## src/rtl/region_guard_pkg.sv

```systemverilog
`timescale 1ns/1ps
package region_guard_pkg;
    localparam int ADDR_W   = 32;
    localparam int PAGE_LSB = 12;
    localparam int PAGE_W   = ADDR_W - PAGE_LSB;
    localparam int NREG     = 4;
    localparam int IDX_W    = $clog2(NREG);
    localparam int CFG_AW   = $clog2(2 * NREG + 2);
    localparam int SIZE_LSB = 8;
    localparam int EN_BIT   = 0;
    localparam int RD_BIT   = 1;
    localparam int WR_BIT   = 2;
    localparam int GLB_SEL  = 2 * NREG;
    localparam int CTL_SEL  = 2 * NREG + 1;

    typedef logic [PAGE_W-1:0] page_t;

    typedef struct packed {
        logic rd_ok;
        logic wr_ok;
    } perm_t;

    typedef struct packed {
        page_t size_mask;
        perm_t perm;
        logic  en;
    } attr_t;

    function automatic attr_t decode_attr(input logic [ADDR_W-1:0] w);
        attr_t a;
        a.size_mask  = w[SIZE_LSB +: PAGE_W];
        a.perm.rd_ok = w[RD_BIT];
        a.perm.wr_ok = w[WR_BIT];
        a.en         = w[EN_BIT];
        return a;
    endfunction

    function automatic perm_t decode_perm(input logic [ADDR_W-1:0] w);
        perm_t p;
        p.rd_ok = w[RD_BIT];
        p.wr_ok = w[WR_BIT];
        return p;
    endfunction

    function automatic page_t snap_base(input page_t base, input page_t mask);
        return base & ~mask;
    endfunction

    function automatic logic denied(input perm_t p, input logic is_write);
        return is_write ? !p.wr_ok : !p.rd_ok;
    endfunction
endpackage

```

## src/rtl/rg_regfile.sv

```systemverilog
`timescale 1ns/1ps
module rg_regfile
    import region_guard_pkg::*;
(
    input  logic               clk,
    input  logic               rst,
    input  logic               we,
    input  logic [CFG_AW-1:0]  waddr,
    input  logic [ADDR_W-1:0]  wdata,
    output page_t              base_pages [NREG],
    output attr_t              attrs      [NREG],
    output perm_t              gperm,
    output logic               master_en
);
    logic [NREG-1:0] en_vec;
    logic            wdata_unused;

    assign wdata_unused = ^{wdata[ADDR_W-1:SIZE_LSB+PAGE_W], wdata[SIZE_LSB-1:WR_BIT+1]};

    for (genvar i = 0; i < NREG; i++) begin : g_win
        always_ff @(posedge clk) begin
            if (rst) begin
                base_pages[i] <= '0;
                attrs[i]      <= '0;
            end else if (we) begin
                if (waddr == CFG_AW'(i))
                    base_pages[i] <= wdata[ADDR_W-1:PAGE_LSB];
                if (waddr == CFG_AW'(NREG + i))
                    attrs[i] <= decode_attr(wdata);
            end
        end
        assign en_vec[i] = attrs[i].en;
    end

    always_ff @(posedge clk) begin
        if (rst) begin
            gperm     <= '0;
            master_en <= 1'b0;
        end else if (we) begin
            if (waddr == CFG_AW'(GLB_SEL))
                gperm <= decode_perm(wdata);
            if (waddr == CFG_AW'(CTL_SEL))
                master_en <= wdata[EN_BIT];
        end
    end

    AST_RST_CLEARS_ALL: assert property (@(posedge clk) disable iff (rst)
        $past(rst) |-> (!master_en && en_vec == '0 && gperm == '0));
endmodule

```

## src/rtl/rg_window_match.sv

```systemverilog
`timescale 1ns/1ps
module rg_window_match
    import region_guard_pkg::*;
(
    input  page_t page,
    input  page_t base_page,
    input  attr_t attr,
    output logic  hit
);
    page_t eff_base;
    page_t cmp_page;

    always_comb begin
        eff_base = snap_base(base_page, attr.size_mask);
        cmp_page = page & ~attr.size_mask;
        hit      = attr.en && (cmp_page == eff_base);
    end
endmodule

```

## src/rtl/rg_resolver.sv

```systemverilog
`timescale 1ns/1ps
module rg_resolver
    import region_guard_pkg::*;
(
    input  logic             clk,
    input  logic             rst,
    input  logic [NREG-1:0]  hits,
    input  attr_t            attrs [NREG],
    input  perm_t            gperm,
    input  logic             master_en,
    input  logic             valid,
    input  logic             is_write,
    output logic             fault,
    output logic             any_hit,
    output logic [IDX_W-1:0] win_idx
);
    logic             found;
    logic [IDX_W-1:0] pick;
    perm_t            eff;

    always_comb begin
        found = 1'b0;
        pick  = '0;
        for (int i = NREG - 1; i >= 0; i--) begin
            if (hits[i]) begin
                found = 1'b1;
                pick  = IDX_W'(i);
            end
        end
        eff     = found ? attrs[pick].perm : gperm;
        fault   = master_en && valid && denied(eff, is_write);
        any_hit = master_en && found;
        win_idx = master_en ? pick : '0;
    end

    AST_OFF_IS_QUIET: assert property (@(posedge clk) disable iff (rst)
        !master_en |-> (!fault && !any_hit));
    AST_LOWEST_WINS: assert property (@(posedge clk) disable iff (rst)
        any_hit |-> (hits[win_idx] && (hits & ((NREG'(1) << win_idx) - NREG'(1))) == '0));
    AST_MISS_USES_FALLBACK: assert property (@(posedge clk) disable iff (rst)
        (master_en && valid && hits == '0) |-> (fault == (is_write ? !gperm.wr_ok : !gperm.rd_ok)));
endmodule

```

## src/rtl/region_guard.sv

```systemverilog
`timescale 1ns/1ps
module region_guard
    import region_guard_pkg::*;
(
    input  logic              clk,
    input  logic              rst,
    input  logic              cfg_we,
    input  logic [CFG_AW-1:0] cfg_addr,
    input  logic [ADDR_W-1:0] cfg_wdata,
    input  logic              acc_valid,
    input  logic              acc_write,
    input  logic [ADDR_W-1:0] acc_addr,
    output logic              acc_allow,
    output logic              acc_fault,
    output logic              acc_fault_q,
    output logic              hit_any,
    output logic [IDX_W-1:0]  hit_index
);
    page_t           base_pages [NREG];
    attr_t           attrs      [NREG];
    perm_t           gperm;
    logic            master_en;
    logic [NREG-1:0] hits;
    logic            addr_unused;

    assign addr_unused = ^acc_addr[PAGE_LSB-1:0];

    rg_regfile u_regs (
        .clk        (clk),
        .rst        (rst),
        .we         (cfg_we),
        .waddr      (cfg_addr),
        .wdata      (cfg_wdata),
        .base_pages (base_pages),
        .attrs      (attrs),
        .gperm      (gperm),
        .master_en  (master_en)
    );

    for (genvar i = 0; i < NREG; i++) begin : g_match
        rg_window_match u_match (
            .page      (acc_addr[ADDR_W-1:PAGE_LSB]),
            .base_page (base_pages[i]),
            .attr      (attrs[i]),
            .hit       (hits[i])
        );
    end

    rg_resolver u_resolve (
        .clk       (clk),
        .rst       (rst),
        .hits      (hits),
        .attrs     (attrs),
        .gperm     (gperm),
        .master_en (master_en),
        .valid     (acc_valid),
        .is_write  (acc_write),
        .fault     (acc_fault),
        .any_hit   (hit_any),
        .win_idx   (hit_index)
    );

    assign acc_allow = !acc_fault;

    always_ff @(posedge clk) begin
        if (rst) acc_fault_q <= 1'b0;
        else     acc_fault_q <= acc_fault;
    end

    AST_FAULT_DELAYED: assert property (@(posedge clk) disable iff (rst)
        !rst |=> (acc_fault_q == $past(acc_fault)));
endmodule

```

## config.mk

```make
export PLATFORM = sky130hd
export DESIGN_NAME = region_guard
export DESIGN_NICKNAME = d
export VERILOG_FILES = /design/src/rtl/region_guard_pkg.sv /design/src/rtl/rg_regfile.sv /design/src/rtl/rg_window_match.sv /design/src/rtl/rg_resolver.sv /design/src/rtl/region_guard.sv
export SDC_FILE = /design/constraint.sdc
export NUM_CORES = 1
export LEC_CHECK = 0
export BUFFER_PORTS_ARGS = -buffer_cell sky130_fd_sc_hd__buf_2
export CAP_MARGIN = 20
export CORE_MARGIN = 2
export CORE_UTILIZATION = 60
export CTS_BUF_LIST = sky130_fd_sc_hd__clkbuf_16
export DETAILED_ROUTE_END_ITERATION = 10
export PLACE_DENSITY = 0.79
export SLEW_MARGIN = 20
export SYNTH_ARGS = -nofsm -noshare
export SYNTH_HDL_FRONTEND = slang
export SYNTH_SLANG_ARGS = --single-unit
```

## constraint.sdc

```tcl
create_clock -name clk -period 4.9 [get_ports clk]
set_input_delay 0.98 -clock clk [delete_from_list [all_inputs] [get_ports clk]]
set_output_delay 0.98 -clock clk [all_outputs]
set_load 0.005 [all_outputs]
```

* Word level (Yosys, flattened, before mapping)
Index checks and enable logic that the tools add are counted.
Storage, ports and cells: register bits after elaboration 176, bits of input ports 73, output and inout port bits 6, logic and storage cells 86
Operators by class: $lt $le $gt $ge 1, equal/unequal tests 13, multiplexer cells 14, bitwise operators 13, reductions and logical operators 21
Operators with widths (count):
- 20-bit bitwise AND | 8
- 20-bit == test | 4
- 20-bit NOT | 4
- 23-bit binary-select mux with 2-bit select | 1
- 2-bit AND reduction | 10
- 4-bit by 3-bit == test with 1-bit output (second input constant) | 4
- 2-bit 2-to-1 mux | 6
- 4-bit by 2-bit == test with 1-bit output (second input constant) | 2
- 4-bit == test (second input constant) | 2
- 1-bit logical AND | 7
- 3-bit 2-to-1 mux | 2
- 1-bit 2-to-1 mux | 5
- 4-bit by 1-bit == test with 1-bit output (second input constant) | 1
- 4-bit zero test | 1
- 3-bit >= comparator (second input constant) | 1
- 1-bit zero test | 3
- 2-bit NOT with 3-bit output | 1

* Longest topological paths before layout
word-level depth 17, depth in mapped cells 9, gate-level depth less buffers 8

* By module
From an unflattened synthesis, not the netlist that was laid out.
Second synthesis, totals: cells, all modules 796, area total of the unflattened synthesis 8141.6 µm²
Modules (own cells, without submodules):
- rg_regfile | times used 1, cells an instance 626, area an instance 6887.9 µm², sequential area each 3503.4 µm²
- rg_window_match | times used 4, cells an instance 35, area an instance 264.0 µm², sequential area each 0.0 µm²
- rg_resolver | times used 1, cells an instance 27, area an instance 160.2 µm², sequential area each 0.0 µm²
- region_guard | times used 1, cells an instance 3, area an instance 37.5 µm², sequential area each 20.0 µm²

* Least setup slack after synthesis
Ideal clock, no wire load.
path kind input -> output, start in acc_addr[16], end out acc_fault, arrival time 2.477 ns, required time 3.920 ns, path slack 1.443 ns, stages 8, buffers on the path 1, path through buf_2 xnor2_1 o22ai_1 nor4_4 nand3_4 and3_1 a211o_1 and3b_1
On the way: word-level cells in the longest chain between the ends 15, elaborated cells on any way between the ends 29, classes of those cells eq/ne: 4; mux: 13; bitwise: 5; reduce/logical: 7
RTL lines:
- from (decl) | line region_guard.sv:12 | input logic [ADDR_W-1:0] acc_addr,
- 20-bit bitwise AND | line rg_window_match.sv:15 | cmp_page = page & ~attr.size_mask;
- 20-bit == test | line rg_window_match.sv:16 | hit = attr.en && (cmp_page == eff_base);
- 1-bit logical AND | line rg_window_match.sv:16
- 2-bit 2-to-1 mux (4 in a row) | line rg_resolver.sv:25 | if (hits[i]) begin
- 2-bit NOT with 3-bit output (implied by the code) | line rg_resolver.sv:30 | eff = found ? attrs[pick].perm : gperm;
- 23-bit binary-select mux with 2-bit select | line rg_resolver.sv:30
- 3-bit 2-to-1 mux (implied by the code) (2 in a row) | line rg_resolver.sv:30
- 2-bit 2-to-1 mux * | line rg_resolver.sv:30
- 1-bit zero test | line region_guard_pkg.sv:50 | return is_write ? !p.wr_ok : !p.rd_ok;
- 1-bit 2-to-1 mux * | line region_guard_pkg.sv:50
- 1-bit logical AND * | line rg_resolver.sv:31 | fault = master_en && valid && denied(eff, is_write);
- to (decl) | line region_guard.sv:14 | output logic acc_fault,
Every way passes the cells marked *; elsewhere a longest branch is shown, timed or not. The select of a mux whose other input is x is not followed.

* Worst setup path after layout
start in acc_addr[24], end out acc_fault
Same word-level chain as after synthesis.

==> flow_metrics.py <==
metrics = {
    "status": {
        "status": "complete, no violations",
    },
    "setup_path": {
        "r2r_end": "acc_fault_q$_SDFF_PP0_",
        "worstReg2RegStart": "u_regs.base_pages[37]$_SDFFE_PP0P_",
        "timing.reg2reg.setup_slack_ps": 2620,
        "criticalPathCategory": "in2out",
        "slowest_delay_ps": 470,
        "critPathBufInv": 2,
        "cp_data_arrival_time_ps": 3120,
        "worstPathCellList": "buf_2 > xnor2_1 > o22ai_1 > nor4_1 > nand3_1 > nand4_1 > o221ai_1 > o21ai_1 > and3b_1 > buf_2",
        "rr_worst_depth": 7,
        "worstSetupStartpointType": "primary input",
        "cp_top_family": "simple AND/OR/NAND/NOR gates",
        "worst_path_max_delay_cell": "nor4_1",
        "cp.required_ps": 3920,
        "cp-end-kind": "output port",
        "cp_max_fo": 4,
        "cpMostUsedCell": "buf_2",
    },
    "drt": {
        "first_pass_iters": 5,
        "viasPerCell": 5.798,
        "routed_wl_um": 22190,
        "wl_per_cell_um": 19.02,
        "vias": 6766,
        "antenna_left": 0,
        "drc": 0,
        "dr.first_iter.drc_count": 701,
    },
    "cts": {
        "insertion_delay_ps": 430,
        "cts_max_path_buffers": 2,
        "cts.sinks": 176,
        "cts_tree": "done",
        "postCtsHoldBufs": 0,
        "postCtsSetupBuffers": 0,
        "clk_pin_slew_ps": 60,
        "cts_resized": 0,
        "cts_buffers": 17,
        "clockRootBuffer": "clkbuf_16",
        "htreeDepth": 4,
    },
    "sta": {
        "final-hold-violation-count": 0,
        "tightest_slew_ps": 1174,
        "rsz0062_at_grt": "false",
        "fmax_mhz": 243.7,
        "final.setup.tns_ps": 0,
        "relSlewSlack": 0.2170,
        "slew_viol_final": 0,
        "setup_viol": 0,
        "period_needed_ps": 4103,
        "skew_ps": 3.662,
        "period_share": 0.8374,
    },
    "grt": {
        "grt_usage": 0.3433,
        "antenna_found_initial": 0,
        "grt_pass1_wl_um": 34780,
        "grt_pass1_vias": 6320,
        "grt_max_degree": 75,
        "grt_overflow_total": 0,
    },
    "pwr": {
        "swShare": 0.2294,
        "peakVddDrop_mv": 0.2541,
        "power.leakage_uw": 0.002787,
        "clkPwrFrac": 0.463,
        "p_int_uw": 2415,
        "power_switching_uw": 718.8,
        "cellPowerDensity_mw_per_mm2": 368.2,
        "p_seq_frac": 0.466,
        "power_frac_comb": 0.071,
    },
    "place": {
        "port_buffers": 61,
        "gp_congestion": 0.8463,
        "hpwlAfterDp_um": 14340,
        "dp_cells": 1134,
    },
    "floorplanning": {
        "initial_core_util": 0.6127,
        "io_pins": 79,
        "die-width_um": 117.3,
        "dieArea_mm2": 0.01376,
        "rows": 41,
        "chipHeight_um": 117.3,
        "core_area_mm2": 0.01257,
    },
    "yosys": {
        "ys.warnings.count": 0,
        "syn_inst": 983,
        "synth_seq_area_share": 0.4575,
        "async_flop_share": 0,
        "avgSynthCellArea_um2": 7.834,
        "synth_seq_cells": 176,
        "syn_area_mm2": 0.007701,
        "synth_edf_count": 0,
        "ys.flop_type": "dfxtp_1",
        "yosys.cell_types.count": 41,
        "syn_nets": 1056,
    },
    "min_path": {
        "worst_hold_path.num_cells": 2,
        "whs_endpoint": "u_regs.attrs[46]$_SDFFE_PP0P_",
        "hold_class": "reg2reg",
        "min-delay-start": "u_regs.attrs[46]$_SDFFE_PP0P_",
    },
    "cells_and_area": {
        "stdcell_count": 1167,
        "drive_gt1_frac": 0.1256,
        "nets": 1056,
        "syn2layout_area_growth_pct": 10.51,
        "fillers": 1032,
        "diodes": 0,
    },
    "job": {
        "max-cap-violations": 0,
    },
}
==> metal layers <==
layer,track usage,part of all wire,up-vias
li1,-,-,3195
met1,0.4632,0.41,3172
met2,0.5368,0.46,336
met3,0.06025,0.10,63
met4,0.1624,0.033,0
met5,0,0,-
==> power by group through the flow <==
stage	combinational (µW)	sequential, µW	clock [µW]
3_3_place_gp	215	1490	0
3_5_place_dp	217	1490	0
4_1_cts	219	1460	1450
6_report	224	1460	1450
2_1_floorplan	154	1490	0
5_1_grt	237	1460	1520
==> per-stage QoR <==
step / utilization / setup slack (ps) / power (µW) / instance area (µm²) / hold slack (ps)
global placement: 0.6214 / 851.7 / 1706 / 7810 / 438.5
global route: 0.6772 / 687.7 / 3223 / 8511 / 466.0
CTS: 0.6731 / 859.2 / 3128 / 8459 / 451.5
finish: 0.6772 / 796.7 / 3134 / 8511 / 451.4
floorplan: - / 1443 / 1643 / 7701 / 431.1
detailed placement: 0.6235 / 860.3 / 1709 / 7836 / 443.1
==> final cells by class <==
type / count / area [µm²] / share of cell area
Multi-Input combinational cell: 711 / 3701 / 0.4349
Sequential cell: 176 / 3523 / 0.4140
Timing Repair Buffer: 72 / 429.2 / 0.05043
Clock buffer: 17 / 425.4 / 0.04999
Tap cell: 172 / 215.2 / 0.02529
Clock inverter: 14 / 197.7 / 0.02323
Inverter: 5 / 18.77 / 0.002205
==> how the worst max path moves through the flow <==
stage / depth (start not counted) / end / start / slack [ps]
after floorplan: 8 / acc_fault / acc_addr[16] / 1440
after global placement: 10 / acc_fault / acc_addr[24] / 850
after detailed placement: 10 / acc_fault / acc_addr[29] / 860
after CTS: 10 / acc_fault / acc_addr[29] / 860
after global routing: 10 / acc_fault / acc_addr[20] / 690
final: 10 / acc_fault / acc_addr[24] / 800
==> cells by family (layout without fill, tap and decap cells) <==
kind of cell	after synthesis	after routing	synth area share
compound gates	219	219	0.1509
simple gates	406	406	0.2226
flops	176	176	0.4575
buf+inv	96	108	0.06466
xor+xnor	80	80	0.09586
mux	6	6	0.008448
==> synthesized netlist by cell type (all sizes together) (3+ instances only) <==
cell type | number | area share
clkbuf | 53 | 0.026
mux2i | 5 | 0.0065
nand3 | 6 | 0.0062
a21oi | 173 | 0.11
nand2 | 350 | 0.17
buf | 38 | 0.036
o22ai | 36 | 0.029
nor2b | 3 | 0.0034
inv | 5 | 0.0024
o21ai | 5 | 0.0032
xnor2 | 80 | 0.096
nor4 | 8 | 0.014
nor3 | 5 | 0.0039
dfxtp | 176 | 0.46
nand4 | 6 | 0.0049
nor2 | 14 | 0.0068
==> worst register-to-register path, delay by kind of cell (launching register included) <==
kind,cells,cell delay [ps]
simple gates,4,1210
compound gates,2,420
flops,1,330
xor+xnor,1,230
==> registers in the layout, indices dropped and copies added, names as in the netlist <==
name	count
u_regs.attrs	92
u_regs.master_en	1
u_regs.base_pages	80
u_regs.gperm	2
acc_fault_q	1
==> placed cells by master, fill, tap and decap left out, drive strengths merged, types with 2 or more instances in the layout <==
cell type	instances
and3	2
inv	6
clkinv	6
and2	2
nand4	6
dfxtp	176
nor4	8
nor3	5
nor2	14
clkinvlp	2
o22ai	36
nand3b	2
a21oi	173
nor3b	2
clkbuf	17
nor2b	3
nand2	350
buf	72
mux2i	5
bufinv	5
o21ai	5
nand2b	2
nand3	6
xnor2	80
(Power assumes the default switching activity.)
